[src/rtl/hp_irq_pkg.sv]
package hp_irq_pkg;
  localparam int EVW  = 5;
  localparam int MSKW = 7;
  localparam int CTLW = 32;

  localparam int CTL_INT_DIS      = 0;
  localparam int CTL_SERR_DIS     = 1;
  localparam int CTL_CMD_INT_DIS  = 2;
  localparam int CTL_ARB_SERR_DIS = 3;
  localparam int CTL_CMD_DET      = 16;
  localparam int CTL_ARB_DET      = 17;

  localparam logic [MSKW-1:0] MASK_RST = 7'h7F;
  localparam logic [3:0]      DIS_RST  = 4'hF;

  // next value of a sticky flag group: clear by one-writes, set wins
  function automatic logic [EVW-1:0] latch_next(logic [EVW-1:0] cur,
                                                logic [EVW-1:0] clr,
                                                logic [EVW-1:0] set);
    return (cur & ~clr) | set;
  endfunction

  function automatic logic flag_next(logic cur, logic clr, logic set);
    return (cur & ~clr) | set;
  endfunction

  // a slot is pending when any unmasked event is latched
  function automatic logic slot_pending(logic [EVW-1:0] ev, logic [EVW-1:0] dis);
    return |(ev & ~dis);
  endfunction

  function automatic logic cmd_pending(logic det, logic dis);
    return det & ~dis;
  endfunction
endpackage

[src/rtl/hp_slot_bank.sv]
module hp_slot_bank
  import hp_irq_pkg::*;
#(
  parameter int NSLOTS = 4
) (
  input  logic                   clk,
  input  logic                   rst_n,
  input  logic [NSLOTS*EVW-1:0]  ev_set_i,
  input  logic [NSLOTS-1:0]      slot_wr_i,
  input  logic [EVW-1:0]         slot_clr_i,
  input  logic [MSKW-1:0]        slot_mask_i,
  output logic [NSLOTS*EVW-1:0]  latch_o,
  output logic [NSLOTS*MSKW-1:0] mask_o,
  output logic [NSLOTS-1:0]      pend_o
);
  for (genvar s = 0; s < NSLOTS; s++) begin : g_slot
    logic [EVW-1:0]  lat_q;
    logic [MSKW-1:0] msk_q;
    logic [EVW-1:0]  clr_eff;

    assign clr_eff = slot_wr_i[s] ? slot_clr_i : '0;

    always_ff @(posedge clk or negedge rst_n) begin
      if (!rst_n) begin
        lat_q <= '0;
        msk_q <= MASK_RST;
      end else begin
        lat_q <= latch_next(lat_q, clr_eff, ev_set_i[s*EVW +: EVW]);
        if (slot_wr_i[s]) msk_q <= slot_mask_i;
      end
    end

    assign latch_o[s*EVW +: EVW]   = lat_q;
    assign mask_o[s*MSKW +: MSKW]  = msk_q;
    assign pend_o[s]               = slot_pending(lat_q, msk_q[EVW-1:0]);
  end
endmodule

[src/rtl/hp_ctl_reg.sv]
module hp_ctl_reg
  import hp_irq_pkg::*;
(
  input  logic            clk,
  input  logic            rst_n,
  input  logic            ctl_wr_i,
  input  logic [CTLW-1:0] ctl_wdata_i,
  input  logic            cmd_done_i,
  input  logic            arb_err_i,
  output logic [CTLW-1:0] ctl_o,
  output logic            int_dis_o,
  output logic            cmd_pend_o
);
  logic [3:0] dis_q;
  logic       cmd_det_q;
  logic       arb_det_q;
  logic       clr_cmd;
  logic       clr_arb;
  logic       unused_wbits;

  assign clr_cmd      = ctl_wr_i & ctl_wdata_i[CTL_CMD_DET];
  assign clr_arb      = ctl_wr_i & ctl_wdata_i[CTL_ARB_DET];
  assign unused_wbits = ^{ctl_wdata_i[CTLW-1:CTL_ARB_DET+1],
                          ctl_wdata_i[CTL_CMD_DET-1:4]};

  always_ff @(posedge clk or negedge rst_n) begin
    if (!rst_n) begin
      dis_q     <= DIS_RST;
      cmd_det_q <= 1'b0;
      arb_det_q <= 1'b0;
    end else begin
      if (ctl_wr_i) dis_q <= ctl_wdata_i[3:0];
      cmd_det_q <= flag_next(cmd_det_q, clr_cmd, cmd_done_i);
      arb_det_q <= flag_next(arb_det_q, clr_arb, arb_err_i);
    end
  end

  always_comb begin
    ctl_o              = '0;
    ctl_o[3:0]         = dis_q;
    ctl_o[CTL_CMD_DET] = cmd_det_q;
    ctl_o[CTL_ARB_DET] = arb_det_q;
  end

  assign int_dis_o  = dis_q[CTL_INT_DIS];
  assign cmd_pend_o = cmd_pending(cmd_det_q, dis_q[CTL_CMD_INT_DIS]);
endmodule

[src/rtl/hp_irq_agg.sv]
module hp_irq_agg #(
  parameter int NSLOTS = 4,
  localparam int LOCW  = NSLOTS + 1
) (
  input  logic              clk,
  input  logic              rst_n,
  input  logic [NSLOTS-1:0] pend_i,
  input  logic              cmd_pend_i,
  input  logic              int_dis_i,
  input  logic              msi_en_i,
  input  logic              restore_i,
  output logic [LOCW-1:0]   locator_o,
  output logic              level_o,
  output logic              intx_o,
  output logic              msg_o
);
  logic [LOCW-1:0] loc_next;
  logic            lvl_next;
  logic            req_q;
  logic            lvl_change;

  assign loc_next   = {pend_i, cmd_pend_i};
  assign lvl_next   = ~int_dis_i & (|loc_next);
  assign lvl_change = lvl_next ^ req_q;

  always_ff @(posedge clk or negedge rst_n) begin
    if (!rst_n) begin
      locator_o <= '0;
      level_o   <= 1'b0;
      intx_o    <= 1'b0;
      msg_o     <= 1'b0;
      req_q     <= 1'b0;
    end else begin
      locator_o <= loc_next;
      level_o   <= lvl_next;
      intx_o    <= lvl_next & ~msi_en_i;
      msg_o     <= msi_en_i & lvl_change;
      req_q     <= restore_i ? 1'b0 : lvl_next;
    end
  end
endmodule

[src/rtl/hp_irq_locator.sv]
module hp_irq_locator
  import hp_irq_pkg::*;
#(
  parameter int NSLOTS = 4
) (
  input  logic                   clk,
  input  logic                   rst_n,
  input  logic [NSLOTS*5-1:0]    ev_set_i,
  input  logic [NSLOTS-1:0]      slot_wr_i,
  input  logic [4:0]             slot_clr_i,
  input  logic [6:0]             slot_mask_i,
  input  logic                   ctl_wr_i,
  input  logic [31:0]            ctl_wdata_i,
  input  logic                   cmd_done_i,
  input  logic                   arb_err_i,
  input  logic                   msi_en_i,
  input  logic                   restore_i,
  output logic [NSLOTS*5-1:0]    slot_latch_o,
  output logic [NSLOTS*7-1:0]    slot_mask_o,
  output logic [31:0]            ctl_o,
  output logic [NSLOTS:0]        locator_o,
  output logic                   int_level_o,
  output logic                   intx_o,
  output logic                   msg_o
);
  logic [NSLOTS-1:0] slot_pend;
  logic              cmd_pend;
  logic              int_dis;

  hp_slot_bank #(.NSLOTS(NSLOTS)) u_bank (
    .clk         (clk),
    .rst_n       (rst_n),
    .ev_set_i    (ev_set_i),
    .slot_wr_i   (slot_wr_i),
    .slot_clr_i  (slot_clr_i),
    .slot_mask_i (slot_mask_i),
    .latch_o     (slot_latch_o),
    .mask_o      (slot_mask_o),
    .pend_o      (slot_pend)
  );

  hp_ctl_reg u_ctl (
    .clk         (clk),
    .rst_n       (rst_n),
    .ctl_wr_i    (ctl_wr_i),
    .ctl_wdata_i (ctl_wdata_i),
    .cmd_done_i  (cmd_done_i),
    .arb_err_i   (arb_err_i),
    .ctl_o       (ctl_o),
    .int_dis_o   (int_dis),
    .cmd_pend_o  (cmd_pend)
  );

  hp_irq_agg #(.NSLOTS(NSLOTS)) u_agg (
    .clk        (clk),
    .rst_n      (rst_n),
    .pend_i     (slot_pend),
    .cmd_pend_i (cmd_pend),
    .int_dis_i  (int_dis),
    .msi_en_i   (msi_en_i),
    .restore_i  (restore_i),
    .locator_o  (locator_o),
    .level_o    (int_level_o),
    .intx_o     (intx_o),
    .msg_o      (msg_o)
  );
endmodule

[config.mk]
export PLATFORM = sky130hd
export DESIGN_NAME = hp_irq_locator
export DESIGN_NICKNAME = d
export VERILOG_FILES = /design/src/rtl/hp_irq_pkg.sv /design/src/rtl/hp_slot_bank.sv /design/src/rtl/hp_ctl_reg.sv /design/src/rtl/hp_irq_agg.sv /design/src/rtl/hp_irq_locator.sv
export SDC_FILE = /design/constraint.sdc
export NUM_CORES = 1
export LEC_CHECK = 0
export BUFFER_PORTS_ARGS = -buffer_cell sky130_fd_sc_hd__buf_2
export CAP_MARGIN = 20
export CORE_MARGIN = 10
export CORE_UTILIZATION = 40
export DETAILED_ROUTE_END_ITERATION = 6
export PLACE_DENSITY = 0.78
export SETUP_SLACK_MARGIN = 0.05
export SYNTH_ARGS = -nofsm -noshare
export SYNTH_HDL_FRONTEND = slang
export SYNTH_SLANG_ARGS = --single-unit
[constraint.sdc]
create_clock -name clk -period 2.8 [get_ports clk]
set_input_delay 0.56 -clock clk [delete_from_list [all_inputs] [get_ports clk]]
set_output_delay 0.56 -clock clk [all_outputs]
set_load 0.01 [all_outputs]
Word-level counts from Yosys, hierarchy flattened. Index checks and enable logic that the tools add are counted. Widths: inputs -> output; s select.

Output and inout bits: 88. Input port bits: 75. Logic and storage cells: 62. Bits in registers: 63.

Mux-type cells: 5. Bitwise operators: 36. Reductions and logical operators: 5.

Operators with widths (number): $and 5x5->5 (8); $not 5->5 (8); $reduce_or 21->1 (1); $mux 5 (4); $or 5x5->5 (4); $reduce_or 5->1 (4); $and 1x1->1 (8); $not 1->1 (5); $or 1x1->1 (2); $mux 1 (1); $xor 1x1->1 (1).

Logic depth before layout (Yosys ltp). Gate-level depths: netlist of run 1.

Depth after elaboration: 6. Depth in mapped cells: 6. Mapped depth without buffers: 6.

Modules after synthesis. A second synthesis of run 1 with hierarchy kept.

Cell total of the unflattened synthesis: 229. Area total of the unflattened synthesis: 2712.6 µm².

Modules (own cells, without submodules): hp_slot_bank (seq. area each 1236.2 µm², cells an instance 164, times used 1, area each 1968.1 µm²); hp_ctl_reg (seq. area each 155.1 µm², cells an instance 45, times used 1, area each 450.4 µm²); hp_irq_agg (seq. area each 225.2 µm², cells an instance 20, times used 1, area each 294.0 µm²).

Worst setup path before layout of run 1. No wires, ideal clock.

Kind: reg-to-reg. From: register u_bank.g_slot[2].msk_q[2]. To: register u_agg.msg_o. Data required time: 2.677 ns. Setup time: 0.123 ns. Cell stages (with the launch flop): 7. Buffers on the path: 0. Period minus slack after synthesis: 1.838 ns. Slack: 0.962 ns. Data arrival time: 1.716 ns. Cells stage by stage: dfstp_2 inv_1 a222oi_1 o221ai_2 o41ai_2 inv_2 mux2i_1.

Word-level cells in the longest chain between the ends: 6.

RTL lines: start, declared (RTL line hp_slot_bank.sv:18) `logic [MSKW-1:0] msk_q;`; start signal, assigned (RTL line hp_slot_bank.sv:29) `if (slot_wr_i[s]) msk_q <= slot_mask_i;`; $not 5->5 (RTL line hp_irq_pkg.sv:29) `return |(ev & ~dis);`; $and 5x5->5 (RTL line hp_irq_pkg.sv:29); $reduce_or 21->1 (RTL line hp_irq_agg.sv:23) `assign lvl_next = ~int_dis_i & (|loc_next);`; $and 1x1->1 (RTL line hp_irq_agg.sv:23); net u_agg.lvl_next (RTL line hp_irq_agg.sv:18) `logic lvl_next;`; $xor 1x1->1 (RTL line hp_irq_agg.sv:24) `assign lvl_change = lvl_next ^ req_q;`; $and 1x1->1 (RTL line hp_irq_agg.sv:37) `msg_o <= msi_en_i & lvl_change;`; end signal, assigned (RTL line hp_irq_agg.sv:37); end, declared (RTL line hp_irq_agg.sv:15) `output logic msg_o`.

The timed path passes the listed nets, and every way through them passes these cells. A chain may end at the register's enable or synchronous reset.

Final worst setup path of run 1.
From: register u_bank.g_slot[3].msk_q[2]. To: register u_agg.msg_o.

Word-level cells in the longest chain between the ends: 6.

RTL lines (RTL line): start, declared (hp_slot_bank.sv:18); start signal, assigned (hp_slot_bank.sv:29); $not 5->5 (hp_irq_pkg.sv:29); $and 5x5->5 (hp_irq_pkg.sv:29); $reduce_or 21->1 (hp_irq_agg.sv:23); $and 1x1->1 (hp_irq_agg.sv:23); net u_agg.lvl_next (hp_irq_agg.sv:18); $xor 1x1->1 (hp_irq_agg.sv:24); $and 1x1->1 (hp_irq_agg.sv:37).

The timed path passes the listed nets, and every way through them passes these cells.

==> results of run 1 <==
[state kept, by name, indices dropped and copies added (netlist names)]
name and flops:
u_bank.g_slot.msk_q 28, u_bank.g_slot.lat_q 20, u_agg.locator_o 5, u_ctl.dis_q 4, u_agg.intx_o 1, u_agg.level_o 1
u_agg.msg_o 1, u_agg.req_q 1, u_ctl.arb_det_q 1, u_ctl.cmd_det_q 1
[metrics by stage]
stage                     utilization  cells  area (um^2)  hold WS (ns)
after CTS                      0.5311    420         3411        0.2552
final                          0.5311    420         3411        0.2475
after floorplan                     -    254         2765        0.2644
after global routing           0.5311    420         3411        0.2825
after global placement         0.4952    404         3181        0.4535
after detailed placement       0.4952    404         3181        0.4642
[power groups by stage]
stage                     logic [mW]  clock network (mW)  registers, mW
after floorplan                0.152                   0           1.11
after global placement         0.323                   0           1.07
after detailed placement       0.329                   0           1.08
after CTS                      0.330               0.950           1.06
after global routing           0.357               0.988           1.07
final                          0.323               0.922           1.06
[cell families after synthesis]
group / after synthesis / share of synthesized area
flops: 63 / 0.6052
buf+inv: 58 / 0.1222
simple gates: 44 / 0.06792
compound gates: 43 / 0.1194
mux: 20 / 0.08384
other cells: 1 / 0.001404
[synth_stat cells]
library cell | count | area, um^2
o41ai_2 | 1 | 16.27
nor2_1 | 2 | 7.510
buf_4 | 29 | 217.7
nand2_1 | 36 | 135.1
a222oi_1 | 4 | 40.04
nand3_1 | 1 | 5.000
clkbuf_1 | 9 | 33.78
dfstp_2 | 32 | 840.8
nand2b_1 | 3 | 18.77
a21o_1 | 22 | 165.2
nor2b_1 | 1 | 6.260
o221ai_1 | 2 | 17.52
inv_2 | 1 | 3.750
nand4b_1 | 1 | 8.760
mux2i_1 | 1 | 10.01
o221ai_2 | 1 | 15.01
conb_1 | 1 | 3.750
dfrtp_1 | 31 | 775.7
o21ai_0 | 13 | 65.06
mux2_2 | 19 | 214.0
inv_1 | 19 | 71.32
[worst paths after layout]
check,end,slack (ns),cells after the start
max,u_agg.msg_o,0.67,6
min,u_bank.g_slot[3].lat_q[4],0.25,1
max reg2reg,u_agg.msg_o,0.67,6
min reg2reg,u_ctl.arb_det_q,0.47,1
max in group asynchronous,u_bank.g_slot[1].msk_q[0],1.85,2
min in group clk,u_agg.req_q,0.37,2
[layout by cell type (no fill, tap or decap)]
| cell type | count |
|---|---|
| dfrtp_1 | 31 |
| inv_2 | 1 |
| clkbuf_8 | 9 |
| nor2_1 | 2 |
| nor2b_1 | 1 |
| o221ai_2 | 1 |
| mux2i_1 | 1 |
| nand4b_1 | 1 |
| a222oi_1 | 4 |
| clkbuf_1 | 3 |
| nand2b_1 | 3 |
| o221ai_1 | 2 |
| a21o_1 | 22 |
| dfstp_2 | 32 |
| buf_2 | 110 |
| bufinv_16 | 3 |
| inv_1 | 19 |
| nand2_1 | 36 |
| mux2_2 | 19 |
| o21ai_0 | 13 |
| clkinv_2 | 1 |
| nand3_1 | 1 |
| o41ai_2 | 1 |
| conb_1 | 26 |
| buf_12 | 1 |
[area by class of cell]
type                       instances  area [um^2]
clock buffer                      12        135.1
clock inverter                     4        95.09
fill                             599         3012
inverter                          20        75.07
multi-input combinational        133        822.0
sequential                        63         1617
tap                               77        96.34
timing repair buffer             111        570.5
[critical path, stage by stage, from the launching register on]
cell and delay (ns):
dfstp_2 0.53, inv_1 0.05, a222oi_1 0.40, o221ai_1 0.31, o41ai_2 0.51, inv_2 0.09
mux2i_1 0.13
[routing by layer]
metal  part of all wire  GRT usage
met1               0.40     0.1488
met2               0.49     0.2271
met3              0.099    0.05582
met4              0.012    0.05611
met5                  0          0
==> impl_metrics.json, run 1 <==
{
  "status": "complete, no violations",
  "p_per_area_mw_per_mm2": 676.6,
  "startpoint": "u_bank.g_slot[3].msk_q[2]",
  "wl_per_cell_um": 17.17,
  "vias": 1921,
  "pwr-share-seq": 0.460,
  "viasPerCell": 4.574,
  "synth_area_mm2": 0.002671,
  "synth_cells": 229,
  "synth.avg_cell_area_um2": 11.67,
  "dp_hpwl_mm": 5.750,
  "drtIter0Drc": 84,
  "cts_tree": "yes",
  "syn_to_final_growth_pct": 27.68,
  "combPwrFrac": 0.140,
  "dieArea_mm2": 0.01035,
  "irDropWorstVdd_v": 0.0002941,
  "clock_skew_ns": 0.01174,
  "yosys_warnings": 0,
  "fin_ws_ns": 0.6668,
  "hold_viol": 0,
  "switching_share": 0.2433,
  "ctsLongestPathBuffers": 2,
  "grt_max_degree": 36,
  "max_freq_mhz": 468.8,
  "root_buffer": "clkbuf_8",
  "core_mm2": 0.006422,
  "cts_buffers": 9,
  "power_mw": 2.308,
  "rsz0062_at_grt": "false",
  "die_y_um": 101.7,
  "gr-total-overflow": 0,
  "critPathLaunchType": "flop",
  "hold_class": "in -> async",
  "clk_latency_ns": 0.34,
  "max-slew-margin-rel": 0.5549,
  "tightest_slew_ns": 0.6676,
  "nets": 413,
  "place_ws_ns": 0.6556,
  "grt_pass1_wl_mm": 10.54,
  "cts_resized": 0,
  "antenna_found_initial": 0,
  "synth_cell_types": 21,
  "period_share": 0.7619,
  "p_switching_uw": 561.5,
  "cp_data_required_time_ns": 3.02,
  "numPortBuffers": 110,
  "place.gp.congestion": 0.7658,
  "cap_violations": 0,
  "grt.total_usage": 0.1354,
  "rows": 29,
  "ys_seq_elements": 63,
  "hold_buffers": 0,
  "regToRegStartpoint": "u_bank.g_slot[3].msk_q[2]",
  "die_width_um": 101.7,
  "period_needed_ns": 2.133,
  "p_leak_nw": 1.679,
  "ant_nets": 0,
  "postCtsSetupBuffers": 0,
  "clk_pin_slew_ns": 0.07,
  "firstDrtPassIters": 4,
  "n_antenna_cell": 0,
  "wl_mm": 7.210,
  "cts_sinks": 63,
  "p_int_mw": 1.746,
  "io_pins": 163,
  "htree_levels": 3,
  "crit_fanout": 3,
  "arrival_ns": 2.35,
  "drc": 0,
  "path_class": "reg -> reg",
  "yosysSeqAreaShare": 0.6052,
  "grt_pass1_vias": 1986,
  "pwr-share-clk": 0.400,
  "maxSlewViolCount": 0,
  "setup_tns_ns": 0,
  "drive_gt1_frac": 0.5190,
  "setup_viol": 0,
  "start_util": 0.4159,
  "critical_path.endpoint_type": "flop"
}
Note: power is estimated with default switching activity, not from simulation.
==> run 2: changes to the inputs <==
--- a/config.mk
+++ b/config.mk
@@ -5,12 +5,13 @@
 export SDC_FILE = /design/constraint.sdc
 export NUM_CORES = 1
 export LEC_CHECK = 0
+export ABC_AREA = 1
 export BUFFER_PORTS_ARGS = -buffer_cell sky130_fd_sc_hd__buf_2
 export CAP_MARGIN = 20
 export CORE_MARGIN = 10
-export CORE_UTILIZATION = 40
+export CORE_UTILIZATION = 39
 export DETAILED_ROUTE_END_ITERATION = 6
-export PLACE_DENSITY = 0.78
+export PLACE_DENSITY = 0.79
 export SETUP_SLACK_MARGIN = 0.05
 export SYNTH_ARGS = -nofsm -noshare
 export SYNTH_HDL_FRONTEND = slang
==> constraint.sdc (replaced) <==
create_clock -name clk -period 1.9 [get_ports clk]
set_input_delay 0.38 -clock clk [delete_from_list [all_inputs] [get_ports clk]]
set_output_delay 0.38 -clock clk [all_outputs]
set_load 0.01 [all_outputs]
==> run 2 against run 1 <==
Effect of this change: design area increased by 1.6%; synthesized cell count increased by 18%; critical path type unchanged; flip-flop and latch count unchanged; cell count increased by 15%; die area increased by 4.6%; critical path depth increased by 3; wire length increased by 2.2%; critical endpoint unchanged; core utilization decreased by 2.4 points; worst setup slack got worse by 0.17 ns; sequential power increased by 47%; clock power increased by 9.5%.
==> impl_metrics.json, run 2 <==
{
  "status": "complete, no violations",
  "ant_nets": 0,
  "vias": 2102,
  "grt_max_degree": 24,
  "numPortBuffers": 110,
  "critical_path.endpoint_type": "flop",
  "setup_viol": 0,
  "synth.area.mux_share": 0.05318,
  "path_cells": "inv_1 > nand2_1 > nand2_1 > nor2_2 > nand2_1 > nor2_2 > nand2_2 > a21oi_1 > nor2_1",
  "synth_ff_type": "dfstp_2",
  "place.gp.congestion": 0.7863,
  "tightest_slew_ns": 0.5522,
  "period_needed_ns": 1.406,
  "reg_top3": "u_bank.g_slot.msk_q x28, u_bank.g_slot.lat_q x20, u_agg.locator_o x5",
  "gr-total-overflow": 0,
  "die_y_um": 104.0,
  "post-synth-top-count-cell": "nand2_1",
  "utilization": 0.5073,
  "io_pins": 163,
  "yosys_warnings": 0,
  "yosysTopAreaCellShare": 0.3055,
  "fin_ws_ns": 0.4940,
  "viasPerCell": 4.370,
  "rsz0062_at_grt": "false",
  "synth_cell_types": 23,
  "synth_top_area_cell": "dfstp_2",
  "die_width_um": 104.0,
  "place_ws_ns": 0.4823,
  "synth_edf_count": 0,
  "cpPeakStageDelay_ns": 0.53,
  "nets": 455,
  "yosys.area_share.adder": 0,
  "cp_data_required_time_ns": 2.12,
  "firstDrtPassIters": 4,
  "cp_slowest_cell": "dfstp_2",
  "grt_pass1_vias": 2239,
  "irDropWorstVdd_v": 0.0004878,
  "cts_tree": "yes",
  "crit_top_cell": "nand2_1",
  "hold_class": "in -> async",
  "rows": 30,
  "postCtsSetupBuffers": 0,
  "cap_violations": 0,
  "cts_buffers": 9,
  "start_util": 0.4029,
  "cp_top_family": "simple AND/OR/NAND/NOR gates",
  "period_share": 0.7400,
  "clk_pin_slew_ns": 0.07,
  "dieArea_mm2": 0.01082,
  "hold_viol": 0,
  "arrival_ns": 1.62,
  "hold_buffers": 0,
  "p_per_area_mw_per_mm2": 888.9,
  "ctsLongestPathBuffers": 2,
  "ys_seq_elements": 63,
  "synthXorXnorAreaFrac": 0,
  "drc": 0,
  "synth_top_family_by_area": "buffers and inverters",
  "synth-compound-area-share": 0.1009,
  "maxSlewViolCount": 0,
  "p_leak_nw": 1.742,
  "n_antenna_cell": 0,
  "yosys.area_share.simple": 0.1282,
  "dp_hpwl_mm": 5.978,
  "synth_cells": 270,
  "largest_reg_flops": 28,
  "clk_latency_ns": 0.33,
  "critPathLaunchType": "flop",
  "setup_tns_ns": 0,
  "clock_skew_ns": 0.006826,
  "synth_area_mm2": 0.002753,
  "drtIter0Drc": 39,
  "max-slew-margin-rel": 0.6319,
  "final_common_cell": "buf_2",
  "yosysSeqAreaShare": 0.5873,
  "grt.total_usage": 0.1354,
  "path_class": "reg -> reg",
  "antenna_found_initial": 0,
  "top_register": "u_bank.g_slot.msk_q",
  "cts_sinks": 63,
  "cts_resized": 0,
  "max_freq_mhz": 711.2,
  "wl_mm": 7.369,
  "root_buffer": "clkbuf_8",
  "synth_area_leaders": "dfstp_2 (31%), dfrtp_1 (28%), nand2_1 (9.1%), buf_4 (7.9%), mux2_2 (5.3%)",
  "crit_fanout": 3,
  "wl_per_cell_um": 15.32,
  "final_cell_mix": "buf_2 (110), nand2_1 (67), dfstp_2 (32)",
  "grt_pass1_wl_mm": 11.72,
  "synth.avg_cell_area_um2": 10.19,
  "htree_levels": 3,
  "syn_to_final_growth_pct": 25.91,
  "drive_gt1_frac": 0.4519,
  "fillers": 667,
  "core_mm2": 0.006832,
  "ys_top_cells_by_count": "nand2_1 (67), dfstp_2 (32), dfrtp_1 (31)",
  "async_reset_ff_frac": 1.000,
  "cp_num_buf_inv": 1
}
## run 2: cell count changes after synthesis, sizes merged, moves of 6 or more
cell / previous run / this run
nand2: 36 / 68
o21ai: 13 / 22
buf: 29 / 37
clkbuf: 9 / 1
mux2: 19 / 13
## run 2: where the power goes
group	internal, mW	switching (mW)
combinational	0.203	0.306
sequential	1.50	0.0586
clock	0.549	0.465
total	2.25	0.830
## run 2: worst paths after layout
path | startpoint | end | slack [ns] | cells after the start
min | rst_n | u_bank.g_slot[1].lat_q[3] | 0.04 | 1
max reg2reg | u_bank.g_slot[1].msk_q[2] | u_agg.msg_o | 0.49 | 9
max in group asynchronous | rst_n | u_bank.g_slot[1].msk_q[4] | 1.26 | 2
max | u_bank.g_slot[1].msk_q[2] | u_agg.msg_o | 0.49 | 9
min in group clk | restore_i | u_agg.req_q | 0.20 | 2
min reg2reg | u_bank.g_slot[3].msk_q[0] | u_bank.g_slot[3].msk_q[0] | 0.48 | 2
## run 2: final cells by class
cell class | instances | area [um^2] | area share
clock buffers | 16 | 170.2 | 0.04910
inverters | 25 | 93.84 | 0.02708
multi-input cells | 169 | 874.6 | 0.2523
flip-flops and latches | 63 | 1617 | 0.4664
well taps | 96 | 120.1 | 0.03466
repair buffers | 112 | 590.6 | 0.1704
## run 2: kinds of logic (layout without fill, tap and decap cells)
kind of cell | count (synthesis) | in the layout
other cells | 1 | 26
flops | 63 | 63
compound gates | 46 | 46
mux | 13 | 13
buf+inv | 63 | 153
simple gates | 84 | 84
## run 2: stage by stage
stage          instances  hold slack, ns  total power [mW]  instance area [um^2]
2_1_floorplan        295         0.08441             1.880                  2846
3_3_place_gp         465          0.3929             2.081                  3296
3_5_place_dp         465          0.4024             2.100                  3296
4_1_cts              481         0.04714             3.124                  3466
5_1_grt              481         0.05385             3.249                  3466
6_report             481         0.03980             3.081                  3466
## run 2: layer usage
| metal | GRT usage | up-vias | part of all wire |
|---|---|---|---|
| met2 | 0.2279 | 85 | 0.50 |
| li1 | - | 1018 | - |
| met3 | 0.06196 | 10 | 0.092 |
| met5 | 0 | - | 0 |
| met1 | 0.1457 | 989 | 0.39 |
| met4 | 0.04970 | 0 | 0.015 |
